## src/rtl/haar_ll2_pkg.sv

```systemverilog
package haar_ll2_pkg;

    // Window controller phases
    typedef enum logic [1:0] {
        WIN_IDLE  = 2'd0,   // waiting for start
        WIN_FILL  = 2'd1,   // accepting strips
        WIN_DRAIN = 2'd2    // all strips taken, waiting for the tail coefficient
    } win_state_e;

endpackage

```

## src/rtl/haar_window_ctrl.sv

```systemverilog
module haar_window_ctrl
    import haar_ll2_pkg::*;
#(
    parameter int NCOEF = 150,
    parameter int IDX_W = 8
) (
    input  logic             clk,
    input  logic             rst_n,
    input  logic             start_i,
    input  logic             pix_valid_i,
    input  logic             tail_seen_i,
    output logic             accept_o,
    output logic [IDX_W-1:0] idx_o,
    output logic             last_o,
    output logic             busy_o,
    output logic             done_o
);

    localparam logic [IDX_W-1:0] LAST_IDX = IDX_W'(NCOEF - 1);

    typedef struct packed {
        win_state_e       state;
        logic [IDX_W-1:0] cnt;
        logic             done;
    } ctrl_t;

    ctrl_t r_q, r_d;

    always_comb begin
        r_d      = r_q;
        r_d.done = 1'b0;
        accept_o = 1'b0;
        case (r_q.state)
            WIN_IDLE: begin
                if (start_i) begin
                    r_d.state = WIN_FILL;
                    r_d.cnt   = '0;
                end
            end
            WIN_FILL: begin
                // start_i is not looked at here
                if (pix_valid_i) begin
                    accept_o = 1'b1;
                    if (r_q.cnt == LAST_IDX) begin
                        r_d.state = WIN_DRAIN;
                    end else begin
                        r_d.cnt = r_q.cnt + 1'b1;
                    end
                end
            end
            WIN_DRAIN: begin
                if (tail_seen_i) begin
                    r_d.state = WIN_IDLE;
                    r_d.done  = 1'b1;
                end
            end
            default: r_d.state = WIN_IDLE;
        endcase
    end

    always_ff @(posedge clk or negedge rst_n) begin
        if (!rst_n) begin
            r_q <= '{state: WIN_IDLE, cnt: '0, done: 1'b0};
        end else begin
            r_q <= r_d;
        end
    end

    assign idx_o  = r_q.cnt;
    assign last_o = (r_q.cnt == LAST_IDX);
    assign busy_o = (r_q.state != WIN_IDLE);
    assign done_o = r_q.done;

    // an idle cycle in the fill phase keeps the count, whatever start does
    a_r7_fill_holds: assert property (@(posedge clk) disable iff (!rst_n)
        (r_q.state == WIN_FILL && !pix_valid_i) |=> (r_q.state == WIN_FILL && $stable(r_q.cnt)));

    // done only follows the tail coefficient
    a_r6_done_after_tail: assert property (@(posedge clk) disable iff (!rst_n)
        done_o |-> $past(tail_seen_i));

    // count never leaves the index range
    a_r5_count_bound: assert property (@(posedge clk) disable iff (!rst_n)
        r_q.cnt <= LAST_IDX);

endmodule

```

## src/rtl/haar_strip_rowsum.sv

```systemverilog
module haar_strip_rowsum #(
    parameter int PIX_W = 8,
    parameter int TILE  = 4,
    parameter int IDX_W = 8,
    parameter int RS_W  = PIX_W + $clog2(TILE)
) (
    input  logic                       clk,
    input  logic                       rst_n,
    input  logic                       in_valid_i,
    input  logic [IDX_W-1:0]           in_idx_i,
    input  logic                       in_last_i,
    input  logic [TILE*TILE*PIX_W-1:0] strip_i,
    output logic                       out_valid_o,
    output logic [IDX_W-1:0]           out_idx_o,
    output logic                       out_last_o,
    output logic [TILE*RS_W-1:0]       out_rows_o
);

    localparam int ROW_BITS = TILE * PIX_W;
    localparam int ROW_MAX  = TILE * ((1 << PIX_W) - 1);

    typedef struct packed {
        logic                       valid;
        logic [IDX_W-1:0]           idx;
        logic                       last;
        logic [TILE-1:0][RS_W-1:0]  rows;
    } stage_t;

    stage_t st_q, st_d;
    logic [TILE-1:0][RS_W-1:0] row_sum;

    function automatic logic [RS_W-1:0] add_row(input logic [ROW_BITS-1:0] row);
        logic [RS_W-1:0] acc;
        acc = '0;
        for (int l = 0; l < TILE; l++) begin
            acc = acc + RS_W'(row[l*PIX_W +: PIX_W]);
        end
        return acc;
    endfunction

    // Strip row k holds only window rows congruent to k mod TILE
    for (genvar k = 0; k < TILE; k++) begin : g_row
        assign row_sum[k] = add_row(strip_i[k*ROW_BITS +: ROW_BITS]);
    end

    always_comb begin
        st_d       = st_q;
        st_d.valid = in_valid_i;
        if (in_valid_i) begin
            st_d.idx  = in_idx_i;
            st_d.last = in_last_i;
            st_d.rows = row_sum;
        end
    end

    always_ff @(posedge clk or negedge rst_n) begin
        if (!rst_n) begin
            st_q <= '0;
        end else begin
            st_q <= st_d;
        end
    end

    assign out_valid_o = st_q.valid;
    assign out_idx_o   = st_q.idx;
    assign out_last_o  = st_q.last;
    assign out_rows_o  = st_q.rows;

    // each stored partial sum stays within the range of one tile row
    for (genvar k = 0; k < TILE; k++) begin : g_chk
        a_r2_row_bound: assert property (@(posedge clk) disable iff (!rst_n)
            out_valid_o |-> (int'(st_q.rows[k]) <= ROW_MAX));
    end

endmodule

```

## src/rtl/haar_tile_merge.sv

```systemverilog
module haar_tile_merge #(
    parameter int TILE   = 4,
    parameter int RS_W   = 10,
    parameter int IDX_W  = 8,
    parameter int COEF_W = RS_W + $clog2(TILE)
) (
    input  logic                 clk,
    input  logic                 rst_n,
    input  logic                 in_valid_i,
    input  logic [IDX_W-1:0]     in_idx_i,
    input  logic                 in_last_i,
    input  logic [TILE*RS_W-1:0] in_rows_i,
    output logic                 out_valid_o,
    output logic [COEF_W-1:0]    out_coef_o,
    output logic [IDX_W-1:0]     out_idx_o,
    output logic                 out_last_o
);

    typedef struct packed {
        logic               valid;
        logic [COEF_W-1:0]  coef;
        logic [IDX_W-1:0]   idx;
        logic               last;
    } out_t;

    out_t o_q, o_d;
    logic [COEF_W-1:0] tile_sum;

    always_comb begin
        tile_sum = '0;
        for (int k = 0; k < TILE; k++) begin
            tile_sum = tile_sum + COEF_W'(in_rows_i[k*RS_W +: RS_W]);
        end
    end

    always_comb begin
        o_d       = o_q;
        o_d.valid = in_valid_i;
        o_d.last  = in_valid_i & in_last_i;
        if (in_valid_i) begin
            // binary point moved by 2*log2(TILE): the sum is the mean
            o_d.coef = tile_sum;
            o_d.idx  = in_idx_i;
        end
    end

    always_ff @(posedge clk or negedge rst_n) begin
        if (!rst_n) begin
            o_q <= '0;
        end else begin
            o_q <= o_d;
        end
    end

    assign out_valid_o = o_q.valid;
    assign out_coef_o  = o_q.coef;
    assign out_idx_o   = o_q.idx;
    assign out_last_o  = o_q.last;

    // an output only appears one stage after a valid partial-sum stage
    a_r3_stage_follow: assert property (@(posedge clk) disable iff (!rst_n)
        out_valid_o |-> $past(in_valid_i));

    // the last flag never stands alone
    a_r6_last_has_valid: assert property (@(posedge clk) disable iff (!rst_n)
        out_last_o |-> out_valid_o);

endmodule

```

## src/rtl/haar_ll2_reducer.sv

```systemverilog
module haar_ll2_reducer #(
    parameter int PIX_W    = 8,
    parameter int TILE     = 4,
    parameter int WIN_ROWS = 24,
    parameter int WIN_COLS = 100,
    parameter int STRIP_W  = TILE * TILE * PIX_W,
    parameter int COEF_W   = PIX_W + 2 * $clog2(TILE),
    parameter int IDX_W    = $clog2((WIN_ROWS / TILE) * (WIN_COLS / TILE))
) (
    input  logic               clk,
    input  logic               rst_n,
    input  logic               start_i,
    input  logic               pix_valid_i,
    input  logic [STRIP_W-1:0] pix_strip_i,
    output logic               busy_o,
    output logic               coef_valid_o,
    output logic [COEF_W-1:0]  coef_o,
    output logic [IDX_W-1:0]   coef_idx_o,
    output logic               coef_last_o,
    output logic               done_o
);

    localparam int TILE_ROWS = WIN_ROWS / TILE;
    localparam int TILE_COLS = WIN_COLS / TILE;
    localparam int NCOEF     = TILE_ROWS * TILE_COLS;
    localparam int RS_W      = PIX_W + $clog2(TILE);
    localparam int COEF_MAX  = TILE * TILE * ((1 << PIX_W) - 1);

    logic             accept;
    logic [IDX_W-1:0] acc_idx;
    logic             acc_last;
    logic             s1_valid;
    logic [IDX_W-1:0] s1_idx;
    logic             s1_last;
    logic [TILE*RS_W-1:0] s1_rows;
    logic             tail_seen;

    haar_window_ctrl #(
        .NCOEF (NCOEF),
        .IDX_W (IDX_W)
    ) u_ctrl (
        .clk         (clk),
        .rst_n       (rst_n),
        .start_i     (start_i),
        .pix_valid_i (pix_valid_i),
        .tail_seen_i (tail_seen),
        .accept_o    (accept),
        .idx_o       (acc_idx),
        .last_o      (acc_last),
        .busy_o      (busy_o),
        .done_o      (done_o)
    );

    haar_strip_rowsum #(
        .PIX_W (PIX_W),
        .TILE  (TILE),
        .IDX_W (IDX_W),
        .RS_W  (RS_W)
    ) u_rows (
        .clk         (clk),
        .rst_n       (rst_n),
        .in_valid_i  (accept),
        .in_idx_i    (acc_idx),
        .in_last_i   (acc_last),
        .strip_i     (pix_strip_i),
        .out_valid_o (s1_valid),
        .out_idx_o   (s1_idx),
        .out_last_o  (s1_last),
        .out_rows_o  (s1_rows)
    );

    haar_tile_merge #(
        .TILE   (TILE),
        .RS_W   (RS_W),
        .IDX_W  (IDX_W),
        .COEF_W (COEF_W)
    ) u_merge (
        .clk         (clk),
        .rst_n       (rst_n),
        .in_valid_i  (s1_valid),
        .in_idx_i    (s1_idx),
        .in_last_i   (s1_last),
        .in_rows_i   (s1_rows),
        .out_valid_o (coef_valid_o),
        .out_coef_o  (coef_o),
        .out_idx_o   (coef_idx_o),
        .out_last_o  (coef_last_o)
    );

    assign tail_seen = coef_valid_o & coef_last_o;

    // every emitted index lies inside the subband
    a_r5_idx_range: assert property (@(posedge clk) disable iff (!rst_n)
        coef_valid_o |-> (int'(coef_idx_o) < NCOEF));

    // a tile mean cannot exceed the all-white value
    a_r2_coef_max: assert property (@(posedge clk) disable iff (!rst_n)
        coef_valid_o |-> (int'(coef_o) <= COEF_MAX));

    // the last flag sits on the final index only
    a_r6_last_idx: assert property (@(posedge clk) disable iff (!rst_n)
        coef_last_o |-> (int'(coef_idx_o) == NCOEF - 1));

    // done follows the last coefficient by one cycle
    a_r6_done_follows: assert property (@(posedge clk) disable iff (!rst_n)
        done_o |-> $past(coef_valid_o && coef_last_o));

    // consecutive outputs carry consecutive indices
    a_r4_idx_step: assert property (@(posedge clk) disable iff (!rst_n)
        (coef_valid_o && !coef_last_o) |=>
            (!coef_valid_o || (int'(coef_idx_o) == int'($past(coef_idx_o)) + 1)));

endmodule

```

## config.mk

```make
export PLATFORM = sky130hd
export DESIGN_NAME = haar_ll2_reducer
export DESIGN_NICKNAME = d
export VERILOG_FILES = /design/src/rtl/haar_ll2_pkg.sv /design/src/rtl/haar_window_ctrl.sv /design/src/rtl/haar_strip_rowsum.sv /design/src/rtl/haar_tile_merge.sv /design/src/rtl/haar_ll2_reducer.sv
export SDC_FILE = /design/constraint.sdc
export NUM_CORES = 1
export LEC_CHECK = 0
export BUFFER_PORTS_ARGS = -buffer_cell sky130_fd_sc_hd__buf_2
export CAP_MARGIN = 0
export CORE_MARGIN = 2
export CORE_UTILIZATION = 50
export CTS_CLUSTER_SIZE = 30
export DETAILED_ROUTE_END_ITERATION = 8
export PLACE_DENSITY = 0.76
export SETUP_SLACK_MARGIN = 0.02
export SYNTH_ARGS = -nofsm -noshare
export SYNTH_HDL_FRONTEND = slang
export SYNTH_SLANG_ARGS = --single-unit
```

## constraint.sdc

```tcl
create_clock -name clk -period 9.7 [get_ports clk]
set_input_delay 0.97 -clock clk [delete_from_list [all_inputs] [get_ports clk]]
set_output_delay 0.97 -clock clk [all_outputs]
set_load 0.03 [all_outputs]
```

==> results.txt <==
----------------------------------------------------
[Synthesis]
  Area leader, netlist ... sky130_fd_sc_hd__dfrtp_1
  Post-Synthesis Net Count ... approximately 1,200
  Top cell type's share of synthesized area ... about 26%
  Count of mapped cells out of synthesis ... 924
  Post-synthesis instance area ... 8018 um^2
  Average cell area after synthesis ... 8.677 um^2
  Dominant register cell in the synthesized netlist ... sky130_fd_sc_hd__dfrtp_1
  Cell variety after synth ... 58
  Share of flip-flops with an asynchronous set or reset ... 100.0%
  Syn. warnings ... 0
  Synthesis-stage register bit count ... 83
  Number of flops mapped to enable cells by yosys ... 0
  Top cells by area in the synthesized netlist ... sky130_fd_sc_hd__dfrtp_1 26%, sky130_fd_sc_hd__ha_1 13%, sky130_fd_sc_hd__fa_1 13%
  Proportion of synthesized chip area in sequential cells ... 25.91%

[Detailed routing]
  Vias ... 6,568
  Final antenna-violating net count ... 0
  Vias per Instance ... 5.072
  DR iter-0 viols ... approximately 390
  Initial DRT Pass Iterations ... 4
  Total wire length ... 16.09 mm
  Average wire per cell in the routed design ... around 12 um
  DRC errors left ... 0

[STA]
  Highest attainable clock frequency ... 248.3 MHz
  Final critical-path setup slack ... 5.672 ns
  Hold Fails Final Rpt ... 0
  Number of max-slew violations in the final report ... 0
  Slew at the pin closest to its max-slew limit ... roughly 1.0 ns
  Worst slack on hold paths ... 0.4684 ns
  Endpoints failing setup ... 0
  Clock period minus final worst setup slack ... 4.028 ns
  RSZ-0062 raised after global routing ... no
  Setup TNS Final ... 0 ns
  Final setup skew ... a little under 0.006 ns
  Relative max-transition margin ... 32.16%
  Tcrit/Tclk final ... ~42%

[Final layout]
  Number of diodes ... 0
  Final Instance Count excl. Fillers ... roughly 1,300
  Ratio of cells with drive above 1 in the final layout ... 18.07%
  Layout overhead on the synthesized area ... 15.54%
  Fin nets ... 1,345
  Final core utilization ... approximately 60%

[Global route]
  First-pass GRT wire length ... 27.95 mm
  Number of global-route vias before repair ... 6,418
  Antenna violations before repair ... 0
  Total congestion overflow ... 0
  Largest net degree at the start of global routing ... 85
  Combined global-route utilization of all metal layers ... 19.94%

[Place]
  Total placed cells including tap cells ... 1,280
  Dpl hpwl ... 12.92 mm
  IO buf count ... around 160
  Final weighted congestion of routability-driven global placement ... 0.8698
  Setup slack at placement ... about 5.5 ns

[CTS]
  Number of sinks handled by clock tree synthesis ... 83
  H-tree level count ... 3
  Number of buffers between clock root and the deepest sink ... 2
  Clock Tree Root ... sky130_fd_sc_hd__clkbuf_16
  Postcts setup bufs ... 0
  CTS resizes ... 0
  CTS tree ... built
  Insertion delay to the later sink of the worst-skew pair ... ~0.34 ns
  Clock slew at reported path FFs ... about 0.060 ns
  Clock buffers created by TritonCTS ... 9
  Hold buffer count at CTS ... 0

[Worst setup path]
  Buffer and inverter count on the worst path ... 1
  Delay of the slowest cell on the worst path ... 0.49 ns
  Startpoint kind of the worst setup timing path ... flop
  Worst R2R Path Depth ... 15
  Peak fanout along the critical path ... 5
  Critical path data required time ... between 9 and 10 ns
  Critical Path Slowest Stage Cell ... sky130_fd_sc_hd__fa_1
  Reg-to-reg critical path endpoint ... u_merge.out_coef_o[10]
  Critical Path End Type ... flop
  Internal reg-to-reg setup slack ... 5.67 ns
  Category of cells accounting for the largest share of critical-path delay ... compound AO/OA/AOI/OAI gates
  Worst Path Class, Setup ... reg2reg
  Data arrival at the endpoint of the critical path ... 4.24 ns
  Reg2reg start ... u_rows.out_rows_o[0]
  Crit path cell chain ... ha_1 -> fa_1 -> a21o_1 -> a211oi_1 -> nor2_1 -> o41ai_2 -> xor2_1 -> fa_1 -> inv_1 -> ha_1 -> a41oi_1 -> o21ai_0 -> a31oi_1 -> mux2i_1 -> a2111o_1

[Floorplanning]
  Starting density of the core ... roughly half
  X dimension of the die ... 130.6 um
  Placeable core region ... 15,770 um^2
  Number of ports placed on the die boundary ... 156
  Height of the chip ... around 130 um
  Placement row count ... between 40 and 50
  Area enclosed by the die boundary ... 17,060 um^2

[Min path]
  Tightest Hold Check Type ... reg2reg
  Start point of the worst min-delay path ... u_rows.out_last_o
  Count of cells along the worst hold path ... 2
  Endpoint of the worst hold-timing path ... u_rows.out_last_o

[Flow run]
  Max cap viols ... 0

[Power and ir drop]
  Internal portion of total power ... approximately 1.7 mW
  Share of power burned in registers ... 18.2%
  Power spent charging and discharging nets ... 1.577 mW
  Switching share of power ... 48.48%
  Worst vdd rail ir drop ... 0.2852 mV
  Power density over cell area ... 351.2 nW/um^2
  Cell leakage power ... roughly 4.9 nW
  Combinational Power Share ... 72.0%
  Share of total power in the clock network ... about a tenth

[Run status]
  Outcome ... completed

----------------------------------------------------
==> how the worst max path moves through the flow <==
| stage | startpoint | end | cells past startpoint |
|---|---|---|---|
| 4_1_cts | u_rows.out_rows_o[0] | u_merge.out_coef_o[10] | 15 |
| 3_3_place_gp | pix_strip_i[64] | u_rows.out_rows_o[28] | 15 |
| 2_1_floorplan | pix_strip_i[64] | u_rows.out_rows_o[28] | 14 |
| 3_5_place_dp | pix_strip_i[0] | u_rows.out_rows_o[8] | 15 |
| 6_report | u_rows.out_rows_o[0] | u_merge.out_coef_o[10] | 15 |
| 5_1_grt | u_rows.out_rows_o[0] | u_merge.out_coef_o[10] | 15 |
==> power groups by stage <==
| stage | clock (mW) | combinational [mW] | sequential (mW) |
|---|---|---|---|
| 2_1_floorplan | 0 | 1.81 | 0.639 |
| 3_3_place_gp | 0 | 2.27 | 0.595 |
| 3_5_place_dp | 0 | 2.32 | 0.598 |
| 4_1_cts | 0.323 | 2.34 | 0.592 |
| 5_1_grt | 0.336 | 2.68 | 0.610 |
| 6_report | 0.318 | 2.34 | 0.591 |
==> Yosys cell counts (15+ instances only) <==
cell,number
sky130_fd_sc_hd__inv_1,185
sky130_fd_sc_hd__nand2_1,97
sky130_fd_sc_hd__ha_1,86
sky130_fd_sc_hd__dfrtp_1,83
sky130_fd_sc_hd__fa_1,52
sky130_fd_sc_hd__nor2_1,50
sky130_fd_sc_hd__o21ai_0,48
sky130_fd_sc_hd__a21oi_1,32
sky130_fd_sc_hd__xor2_1,28
sky130_fd_sc_hd__nor3_1,21
sky130_fd_sc_hd__nor2b_1,18
sky130_fd_sc_hd__o31ai_1,16
sky130_fd_sc_hd__o21a_1,15
==> area by class of cell <==
class                           instances  area, um^2
Fill cell                            1454        6506
Inverter                              185       694.4
Timing Repair Buffer                  158       800.8
Clock inverter                          6       50.05
Tap cell                              216       270.3
Sequential cell                        83        2077
Multi-Input combinational cell        638        5146
Clock buffer                            9       225.2
==> registers in the layout (all words and copies together), names as in the netlist <==
name,flops
u_merge.out_valid_o,1
u_merge.out_coef_o,12
u_merge.out_last_o,1
u_ctrl.idx_o,8
u_rows.out_valid_o,1
u_rows.out_rows_o,40
u_rows.out_last_o,1
u_rows.out_idx_o,8
u_ctrl.done_o,1
u_merge.out_idx_o,8
u_ctrl.r_q,2
==> per-layer routing <==
layer	wire length (um)	track usage (%)	up-vias	part of all wire, %
met4	259	5.569	0	1.6
met3	842	2.443	16	5.2
met1	7575	27.00	3017	47
met2	7413	33.95	163	46
met5	0	0	-	0
li1	-	-	3372	-
==> per-stage QoR <==
stage          instance area (um^2)  power (mW)
6_report                       9264       3.253
5_1_grt                        9264       3.630
4_1_cts                        9264       3.255
3_5_place_dp                   8989       2.918
3_3_place_gp                   8989       2.867
2_1_floorplan                  8018       2.446
==> worst register-to-register path: stages, from the launching register on <==
cell                       delay [ns]
sky130_fd_sc_hd__dfrtp_1         0.39
sky130_fd_sc_hd__ha_1            0.22
sky130_fd_sc_hd__fa_1            0.41
sky130_fd_sc_hd__a21o_1          0.19
sky130_fd_sc_hd__a211oi_1        0.23
sky130_fd_sc_hd__nor2_1          0.10
sky130_fd_sc_hd__o41ai_2         0.31
sky130_fd_sc_hd__xor2_1          0.14
sky130_fd_sc_hd__fa_1            0.49
sky130_fd_sc_hd__inv_1           0.04
sky130_fd_sc_hd__ha_1            0.36
sky130_fd_sc_hd__a41oi_1         0.19
sky130_fd_sc_hd__o21ai_0         0.11
sky130_fd_sc_hd__a31oi_1         0.20
sky130_fd_sc_hd__mux2i_1         0.11
sky130_fd_sc_hd__a2111o_1        0.40
==> kinds of logic (layout without fill, tap and decap cells) <==
| group | Yosys count | in the layout | share of synthesized area [%] |
|---|---|---|---|
| mux | 20 | 20 | 2.684 |
| flops | 83 | 83 | 25.91 |
| buf+inv | 203 | 358 | 9.909 |
| xor+xnor | 39 | 39 | 4.260 |
| compound gates | 176 | 176 | 14.45 |
| simple gates | 265 | 265 | 16.39 |
| fa+ha+maj | 138 | 138 | 26.40 |
==> placed cells by master, fill, tap and decap left out, types with 5 or more instances in the layout <==
master                        n
sky130_fd_sc_hd__a211oi_1     9
sky130_fd_sc_hd__a21boi_0     8
sky130_fd_sc_hd__a21o_1      10
sky130_fd_sc_hd__a21oi_1     32
sky130_fd_sc_hd__buf_2      154
sky130_fd_sc_hd__clkbuf_16    9
sky130_fd_sc_hd__dfrtp_1     83
sky130_fd_sc_hd__fa_1        52
sky130_fd_sc_hd__ha_1        86
sky130_fd_sc_hd__inv_1      185
sky130_fd_sc_hd__mux2_2      12
sky130_fd_sc_hd__mux2i_1      8
sky130_fd_sc_hd__nand2_1     97
sky130_fd_sc_hd__nand2b_1     5
sky130_fd_sc_hd__nand3_1     14
sky130_fd_sc_hd__nand3b_1     8
sky130_fd_sc_hd__nor2_1      50
sky130_fd_sc_hd__nor2b_1     18
sky130_fd_sc_hd__nor3_1      21
sky130_fd_sc_hd__nor3b_1     14
sky130_fd_sc_hd__nor4b_1      6
sky130_fd_sc_hd__o21a_1      15
sky130_fd_sc_hd__o21ai_0     48
sky130_fd_sc_hd__o22ai_1      5
sky130_fd_sc_hd__o31ai_1     16
sky130_fd_sc_hd__or3_1       10
sky130_fd_sc_hd__xnor2_1     11
sky130_fd_sc_hd__xor2_1      28
Note: power is estimated with default switching activity, not from simulation.
